### src/rtl/sdram_ref_pkg.sv
package sdram_ref_pkg;

  typedef enum logic [2:0] {
    ST_IDLE,
    ST_PALL,
    ST_TRP,
    ST_AREF,
    ST_TRC
  } seq_st_e;

  typedef struct packed {
    logic cs_n;
    logic ras_n;
    logic cas_n;
    logic we_n;
    logic a10;
  } sdr_cmd_t;

  function automatic sdr_cmd_t cmd_desel();
    return '{cs_n: 1'b1, ras_n: 1'b1, cas_n: 1'b1, we_n: 1'b1, a10: 1'b0};
  endfunction

  function automatic sdr_cmd_t cmd_pall();
    return '{cs_n: 1'b0, ras_n: 1'b0, cas_n: 1'b1, we_n: 1'b0, a10: 1'b1};
  endfunction

  function automatic sdr_cmd_t cmd_aref();
    return '{cs_n: 1'b0, ras_n: 1'b0, cas_n: 1'b0, we_n: 1'b1, a10: 1'b0};
  endfunction

  // next backlog value: add an expiry, remove a served refresh, clip at cap
  function automatic int owed_step(int cur, bit tick, bit served, int cap);
    int nxt;
    nxt = cur + (tick ? 1 : 0) - (served ? 1 : 0);
    if (nxt > cap) nxt = cap;
    if (nxt < 0) nxt = 0;
    return nxt;
  endfunction

endpackage

### src/rtl/refr_interval_timer.sv
module refr_interval_timer #(
  parameter int REFI_CYC = 1560
) (
  input  logic clk,
  input  logic rst_n,
  output logic expire
);
  localparam int TMR_W = (REFI_CYC > 2) ? $clog2(REFI_CYC) : 1;
  localparam logic [TMR_W-1:0] RELOAD = TMR_W'(REFI_CYC - 1);

  logic [TMR_W-1:0] cnt_q;

  assign expire = (cnt_q == '0);

  always_ff @(posedge clk or negedge rst_n) begin
    if (!rst_n)      cnt_q <= RELOAD;
    else if (expire) cnt_q <= RELOAD;
    else             cnt_q <= cnt_q - 1'b1;
  end
endmodule

### src/rtl/refr_owed_ctr.sv
module refr_owed_ctr import sdram_ref_pkg::*; #(
  parameter int OWED_MAX = 4,
  localparam int OWED_W = $clog2(OWED_MAX + 1)
) (
  input  logic              clk,
  input  logic              rst_n,
  input  logic              expire,
  input  logic              served,
  output logic [OWED_W-1:0] owed,
  output logic              pending
);
  logic [OWED_W-1:0] owed_q;

  always_ff @(posedge clk or negedge rst_n) begin
    if (!rst_n) owed_q <= '0;
    else        owed_q <= OWED_W'(owed_step(int'(owed_q), expire, served, OWED_MAX));
  end

  assign owed    = owed_q;
  assign pending = (owed_q != '0);
endmodule

### src/rtl/bank_open_tracker.sv
module bank_open_tracker #(
  parameter int NBANK = 4,
  localparam int BA_W = (NBANK > 1) ? $clog2(NBANK) : 1
) (
  input  logic            clk,
  input  logic            rst_n,
  input  logic            act_v,
  input  logic            pre_v,
  input  logic            pre_all_v,
  input  logic [BA_W-1:0] bank_sel,
  input  logic            own_pall,
  output logic            any_open
);
  logic [NBANK-1:0] open_q;

  for (genvar b = 0; b < NBANK; b++) begin : g_bank
    logic hit;
    assign hit = (bank_sel == BA_W'(b));
    always_ff @(posedge clk or negedge rst_n) begin
      if (!rst_n)                    open_q[b] <= 1'b0;
      else if (own_pall || pre_all_v) open_q[b] <= 1'b0;
      else if (pre_v && hit)         open_q[b] <= 1'b0;
      else if (act_v && hit)         open_q[b] <= 1'b1;
    end
  end

  assign any_open = |open_q;
endmodule

### src/rtl/refr_seq_fsm.sv
module refr_seq_fsm import sdram_ref_pkg::*; #(
  parameter int TRP_CYC = 3,
  parameter int TRC_CYC = 7
) (
  input  logic     clk,
  input  logic     rst_n,
  input  logic     pending,
  input  logic     gnt,
  input  logic     any_open,
  output logic     issue_pall,
  output logic     issue_aref,
  output logic     seq_active,
  output sdr_cmd_t cmd
);
  localparam int WMAX   = (TRC_CYC > TRP_CYC) ? TRC_CYC : TRP_CYC;
  localparam int WAIT_W = $clog2(WMAX + 1);

  seq_st_e           st_q, st_d;
  logic [WAIT_W-1:0] wt_q, wt_d;

  always_comb begin
    st_d = st_q;
    wt_d = wt_q;
    case (st_q)
      ST_IDLE: if (pending && gnt) st_d = any_open ? ST_PALL : ST_AREF;
      ST_PALL: begin
        st_d = ST_TRP;
        wt_d = WAIT_W'(TRP_CYC - 2);
      end
      ST_TRP: begin
        if (wt_q == '0) st_d = ST_AREF;
        else            wt_d = wt_q - 1'b1;
      end
      ST_AREF: begin
        st_d = ST_TRC;
        wt_d = WAIT_W'(TRC_CYC - 2);
      end
      ST_TRC: begin
        if (wt_q == '0) st_d = (pending && gnt) ? ST_AREF : ST_IDLE;
        else            wt_d = wt_q - 1'b1;
      end
      default: st_d = ST_IDLE;
    endcase
  end

  always_ff @(posedge clk or negedge rst_n) begin
    if (!rst_n) begin
      st_q <= ST_IDLE;
      wt_q <= '0;
    end else begin
      st_q <= st_d;
      wt_q <= wt_d;
    end
  end

  assign issue_pall = (st_q == ST_PALL);
  assign issue_aref = (st_q == ST_AREF);
  assign seq_active = (st_q != ST_IDLE);
  assign cmd = issue_pall ? cmd_pall() : (issue_aref ? cmd_aref() : cmd_desel());
endmodule

### src/rtl/sdram_refresh_sched.sv
module sdram_refresh_sched import sdram_ref_pkg::*; #(
  parameter int REFI_CYC = 1560,
  parameter int TRP_CYC  = 3,
  parameter int TRC_CYC  = 7,
  parameter int OWED_MAX = 4,
  parameter int NBANK    = 4,
  localparam int BA_W    = (NBANK > 1) ? $clog2(NBANK) : 1,
  localparam int OWED_W  = $clog2(OWED_MAX + 1)
) (
  input  logic            clk,
  input  logic            rst_n,
  input  logic            ref_gnt,
  input  logic            act_v,
  input  logic            pre_v,
  input  logic            pre_all_v,
  input  logic [BA_W-1:0] bank_sel,
  output logic            ref_req,
  output logic            cke,
  output logic            cs_n,
  output logic            ras_n,
  output logic            cas_n,
  output logic            we_n,
  output logic            a10
);
  logic              expire;
  logic              pending;
  logic [OWED_W-1:0] owed_q;
  logic              any_open;
  logic              issue_pall;
  logic              issue_aref;
  logic              seq_active;
  sdr_cmd_t          cmd;

  refr_interval_timer #(.REFI_CYC(REFI_CYC)) u_tmr (
    .clk(clk), .rst_n(rst_n), .expire(expire)
  );

  refr_owed_ctr #(.OWED_MAX(OWED_MAX)) u_owed (
    .clk(clk), .rst_n(rst_n), .expire(expire), .served(issue_aref),
    .owed(owed_q), .pending(pending)
  );

  bank_open_tracker #(.NBANK(NBANK)) u_banks (
    .clk(clk), .rst_n(rst_n), .act_v(act_v), .pre_v(pre_v),
    .pre_all_v(pre_all_v), .bank_sel(bank_sel), .own_pall(issue_pall),
    .any_open(any_open)
  );

  refr_seq_fsm #(.TRP_CYC(TRP_CYC), .TRC_CYC(TRC_CYC)) u_seq (
    .clk(clk), .rst_n(rst_n), .pending(pending), .gnt(ref_gnt),
    .any_open(any_open), .issue_pall(issue_pall), .issue_aref(issue_aref),
    .seq_active(seq_active), .cmd(cmd)
  );

  assign ref_req = pending | seq_active;
  assign cke     = 1'b1;
  assign cs_n    = cmd.cs_n;
  assign ras_n   = cmd.ras_n;
  assign cas_n   = cmd.cas_n;
  assign we_n    = cmd.we_n;
  assign a10     = cmd.a10;
endmodule

### config.mk
export PLATFORM = sky130hd
export DESIGN_NAME = sdram_refresh_sched
export DESIGN_NICKNAME = d
export VERILOG_FILES = /design/src/rtl/sdram_ref_pkg.sv /design/src/rtl/refr_interval_timer.sv /design/src/rtl/refr_owed_ctr.sv /design/src/rtl/bank_open_tracker.sv /design/src/rtl/refr_seq_fsm.sv /design/src/rtl/sdram_refresh_sched.sv
export SDC_FILE = /design/constraint.sdc
export NUM_CORES = 1
export LEC_CHECK = 0
export BUFFER_PORTS_ARGS = -buffer_cell sky130_fd_sc_hd__buf_2
export CELL_PAD_IN_SITES_DETAIL_PLACEMENT = 0
export CELL_PAD_IN_SITES_GLOBAL_PLACEMENT = 1
export CORE_AREA = 10 10 80 61
export CTS_BUF_LIST = sky130_fd_sc_hd__clkbuf_8
export DETAILED_ROUTE_END_ITERATION = 8
export DIE_AREA = 0 0 90 71
export PLACE_DENSITY_LB_ADDON = 0.1
export SLEW_MARGIN = 20
export SYNTH_ARGS = -nofsm -noshare
export SYNTH_HDL_FRONTEND = slang
export SYNTH_HIERARCHICAL = 1
export SYNTH_SLANG_ARGS = --single-unit
### constraint.sdc
create_clock -name clk -period 3.64 [get_ports clk]
set_input_delay 0.728 -clock clk [delete_from_list [all_inputs] [get_ports clk]]
set_output_delay 0.728 -clock clk [all_outputs]
set_load 0.005 [all_outputs]
After elaboration in Yosys (flattened, before gate mapping)
Index checks and enable logic that the tools add are counted.
{ "op_classes": {"n_bitwise": 1, "n_lt_le_gt_ge": 2, "addsub": 4, "n_mux": 27, "n_reduce_logical": 25, "eq_ne": 11} }
{ "op_table": {"columns": ["operator", "count"], "rows": [
  ["$add 4x32->32", 1],
  ["$gt 32x4->1 const B", 1],
  ["$lt 32x1->1 const B", 1],
  ["$mux 32", 1],
  ["$sub 32x32->32", 1],
  ["$reduce_bool 3->1", 7],
  ["$mux 3", 5],
  ["$pmux 3 s5", 1],
  ["$mux 1", 14],
  ["$logic_not 11->1", 1],
  ["$mux 11", 1],
  ["$sub 11x1->11 const B", 1],
  ["$mux 5", 2],
  ["$logic_and 1x1->1", 9],
  ["$pmux 3 s3", 1],
  ["$eq 3x2->1 const B", 2],
  ["$logic_not 3->1", 2],
  ["$ne 2x1->1 const B", 3],
  ["$eq 2x2->1 const B", 2],
  ["$mux 2", 2],
  ["$reduce_or 4->1", 1],
  ["$eq 3x1->1 const B", 1],
  ["$eq 3x3->1 const B", 1],
  ["$reduce_and 3->1", 1],
  ["other kinds (8)", 8]
]} }
{ "word_totals": {"elab_cells": 78, "ff_bits": 24, "inputBits": 8} }

Depth between registers and ports, before layout
{ "logic_depth": {"ltp_word": 8, "mapped_depth": 13} }

By module
The synthesis kept the hierarchy.
{ "modules_own_cells": {"columns": ["mod", "seq_area_each_um2", "cells_each", "instances", "area_per_inst_um2"], "rows": [
  ["refr_interval_timer", 282.8, 57, 1, 576.8],
  ["refr_seq_fsm", 150.1, 56, 1, 481.7],
  ["refr_owed_ctr", 75.1, 29, 1, 264.0],
  ["bank_open_tracker", 100.1, 17, 1, 202.7],
  ["sdram_refresh_sched", 0.0, 3, 1, 17.5]
]} }

Least setup slack after synthesis
Ideal clock, no wire load.
{ "synth_path": {"path_type": "reg-to-reg", "from": "register u_tmr.cnt_q[0]", "to": "register u_owed.owed_q[0] (netlist: u_owed/owed[0])", "setup_time_ns": 0.121, "stages_incl_launch_ff": 12, "t_arrival_ns": 2.403, "path_buffers": 0, "synth_period_minus_slack_ns": 2.524, "setup_slack_ns": 1.116, "required_ns": 3.519, "cell_sequence": "dfstp_2 > inv_1 > ha_1 > nor3b_1 > nand3_1 > inv_1 > ha_1 > inv_1 > fa_1 > and3b_1 > o21a_1 > and4b_1"} }
{ "synth_via": {"elab_chain_cells": 8} }
{ "synth_lines": {"columns": ["item", "line_no", "text"], "rows": [
  ["start, declared", "refr_interval_timer.sv:11", "logic [TMR_W-1:0] cnt_q;"],
  ["start signal, assigned", "refr_interval_timer.sv:18", "else cnt_q <= cnt_q - 1'b1;"],
  ["$logic_not 11->1 *", "refr_interval_timer.sv:13", "assign expire = (cnt_q == '0);"],
  ["net expire", "sdram_refresh_sched.sv:25", "logic expire;"],
  ["$mux 1 *", "sdram_ref_pkg.sv:34", "nxt = cur + (tick ? 1 : 0) - (served ? 1 : 0);"],
  ["$add 4x32->32 *", "sdram_ref_pkg.sv:34", null],
  ["$sub 32x32->32 *", "sdram_ref_pkg.sv:34", null],
  ["$gt 32x4->1", "sdram_ref_pkg.sv:35", "if (nxt > cap) nxt = cap;"],
  ["$mux 32 *", "sdram_ref_pkg.sv:35", null],
  ["$lt 32x1->1", "sdram_ref_pkg.sv:36", "if (nxt < 0) nxt = 0;"],
  ["$mux 3 *", "sdram_ref_pkg.sv:36", null],
  ["end signal, assigned", "refr_owed_ctr.sv:16", "else owed_q <= OWED_W'(owed_step(int'(owed_q), expire, served, OWED_MAX));"],
  ["end, declared", "refr_owed_ctr.sv:12", "logic [OWED_W-1:0] owed_q;"]
]} }
The timed path passes the listed nets; every way through them passes the cells marked *.
A chain may end at the register's enable or synchronous reset.

Worst setup path after layout
{ "layout_path": {"from": "register u_tmr.cnt_q[0]", "to": "register u_owed.owed_q[1] (netlist: u_owed/owed[1])"} }
The elaborated chain is that of the path after synthesis.

==> metrics.txt <==
Final ANT Viol Nets=0; crit-path cells=inv_1 > ha_1 > nor3b_1 > nand3_1 > inv_1 > ha_1 > inv_1 > fa_1 > and3b_1 > o21a_1 > and3_1; Mapped Avg Cell Area=9.523 um2; critical path capture point type=register; CTS resizes=0; DRC errors left=0; via count=1164; top post-synthesis cells by area=dfrtp_1, dfstp_2, ha_1, inv_1, buf_4; gr ovfl total=0; register bit total from synthesis=24; CTS Buf Count=3; Antenna diodes=0; Top FF cell, synth=dfrtp_1; syn_nets=around 180; Static Leak=roughly 0.00078 uW; synthesis warning total=6; Power per Cell Area=304.1 nW/um2; Simple-Gate Fraction of Synth Area=21.41%; initial core utilization=a little under half; slowest stage cell, crit path=nor3b_1; Critical Path Max Stage Delay=between 0.5 and 0.6 ns; setup bufs post-CTS=0; routability cong.=between 0.8 and 0.9; first-pass GRT wire length=5278 um; met1 global-route usage=approximately an eighth; synth-to-layout area growth=9.651%; main combinational cell family by area after synthesis=simple AND/OR/NAND/NOR gates; drt pass-1 iters=4; mux contribution to synthesized area=less than 1%; # setup viols final=0; Worst Path Max Fanout=7; port bufs=13; H-tree depth=1; power after layout=514.5 uW; post-DP HPWL=about 2100 um; Synth cell types=50; maximum clock rate=0.3459 GHz; status=complete, no violations; layout cells sized above 1=19.88%; number of synthesized flops with an enable pin=0; Synth async-reset ratio=100.0%; Clock Skews=between 0.002 and 0.0025 ns; top cell type's share of synthesized area=approximately 29%; hold_buf cts=0; synthesized area=approximately 1500 um2; Post-Synth Adder-Cell Area=about a tenth; DR iter-0 viols=59; setup slack after layout=around 0.75 ns; initial antenna violation count=0; Worst Tran Pin Value=0.6642 ns; GRT busiest layer=met2; wire per inst=13.10 um; setup slack at placement=a little under 0.8 ns; Longest Clk Path Bufs=2; die width=90 um; Routed Wire Length=2896 um; vias per inst=5.267; Die Y=approximately 70 um; Final nets=191; setup TNS=0 ns; All-Layer GR Usage=9.525%; Core Util, Final=about half; area leader, netlist=dfrtp_1; Synth Area in Compound Gates=a little under a fifth; placeable core area=3401 um2; Slew HR=55.62%; Worst-path clk slew=about 0.08 ns; vias in the first global route=1146; CP startpoint kind=register; final worst path period share=79.43%; Min-Delay Path Class=input pin to asynchronous set/reset pin; Crit path top cell by count=inv_1; WS Path Type=register to register; row count=18; Syn Inst Count=162; clock root buffer=clkbuf_8; final worst path period need=2.891 ns; Die ar.=6390 um2; Max Transition Viols Final=0; commonest cells in the netlist=dfrtp_1, inv_1, nand2_1; pin count of the biggest net entering global routing=25; Worst-Skew Late Latency=0.26 ns; met3 Use GR=2.950%; Crit path arrival time=3.05 ns; Max Cap Viol=0; Fin. Hold Viols=0; io pins=15; sequential share of the synthesized area=39.42%; clk sink count=24; WP data required=3.79 ns; RSZ-0062 raised after global routing=no; xor and xnor area share after synthesis=1.703%; Worst VDD drop=0.4373 mV; CTS tree=built; met2 Track Usage GR=between 10 and 15%
## logic make-up after synthesis
group | Yosys count
simple gates | 55
other cells | 1
xor+xnor | 3
fa+ha+maj | 11
buf+inv | 27
mux | 1
compound gates | 40
flops | 24
## worst paths after layout
check / endpoint / cells past startpoint / from / slack, ns
hold / removal: u_tmr/cnt_q[3] / 1 / rst_n / 0.44
setup reg to reg: u_owed/owed[1] / 11 / u_tmr/cnt_q[0] / 0.75
max in group asynchronous: u_tmr/cnt_q[9] / 1 / rst_n / 2.84
hold reg to reg: u_tmr/cnt_q[0] / 1 / u_tmr/cnt_q[0] / 0.50
setup / recovery: u_owed/owed[1] / 11 / u_tmr/cnt_q[0] / 0.75
min in group clk: u_tmr/cnt_q[0] / 1 / u_tmr/cnt_q[0] / 0.50
## metal layers
metal,routed length (um),vias to the layer above
li1,-,597
met1,1547,535
met2,1190,30
met3,146,2
met4,11,0
met5,0,-
## report_power, final
part / switching, uW / internal [uW]
combinational: 11.6 / 7.44
clock: 79.1 / 147
sequential: 0.849 / 269
total: 91.5 / 423
## registers in the layout (all words and copies together) (netlist names)
| register | cells |
|---|---|
| u_banks/open_q | 4 |
| u_owed/owed | 3 |
| u_seq/st_q | 3 |
| u_seq/wt_q | 3 |
| u_tmr/cnt_q | 11 |
## per-stage QoR
stage	cell area, um2	hold WS (ns)	instances
6_report	1692	0.4354	221
5_1_grt	1692	0.4624	221
4_1_cts	1692	0.4521	221
3_5_place_dp	1620	0.4838	217
3_3_place_gp	1620	0.4678	217
2_1_floorplan	1543	0.4324	162
## worst max-delay path, delay by kind of cell (launching register included)
kind	cells	cell delay [ns]
AND/OR/NAND/NOR	4	1.24
adder cells (fa/ha/maj)	3	0.70
flip-flops	1	0.41
buffers and inverters	3	0.25
AO/OA/AOI/OAI	1	0.18
## area by class of cell
cell class,count,area [um2]
inverters,18,67.56
fillers,326,1709
multi-input cells,111,809.5
repair buffers,14,72.57
flip-flops and latches,24,608.1
well taps,50,62.56
clock buffers,3,41.29
clock inverters,1,30.03
## placed cells by master (no fill, tap or decap), types with 3 or more instances in the layout
| master | Yosys | routed |
|---|---|---|
| o21ai_1 | 3 | 3 |
| dfstp_2 | 6 | 6 |
| nor2_1 | 10 | 10 |
| clkbuf_8 | 0 | 3 |
| o221a_2 | 3 | 3 |
| nor3b_1 | 4 | 4 |
| o21ai_0 | 7 | 7 |
| buf_2 | 1 | 13 |
| nand3_1 | 3 | 3 |
| or3_1 | 3 | 3 |
| inv_1 | 18 | 18 |
| ha_1 | 10 | 10 |
| or4_1 | 3 | 3 |
| dfrtp_1 | 18 | 18 |
| o31ai_1 | 3 | 3 |
| nand2_1 | 11 | 11 |
| and3b_1 | 3 | 3 |
| xnor2_1 | 3 | 3 |
| a21oi_1 | 6 | 6 |
Note: power is estimated with default switching activity, not from simulation.
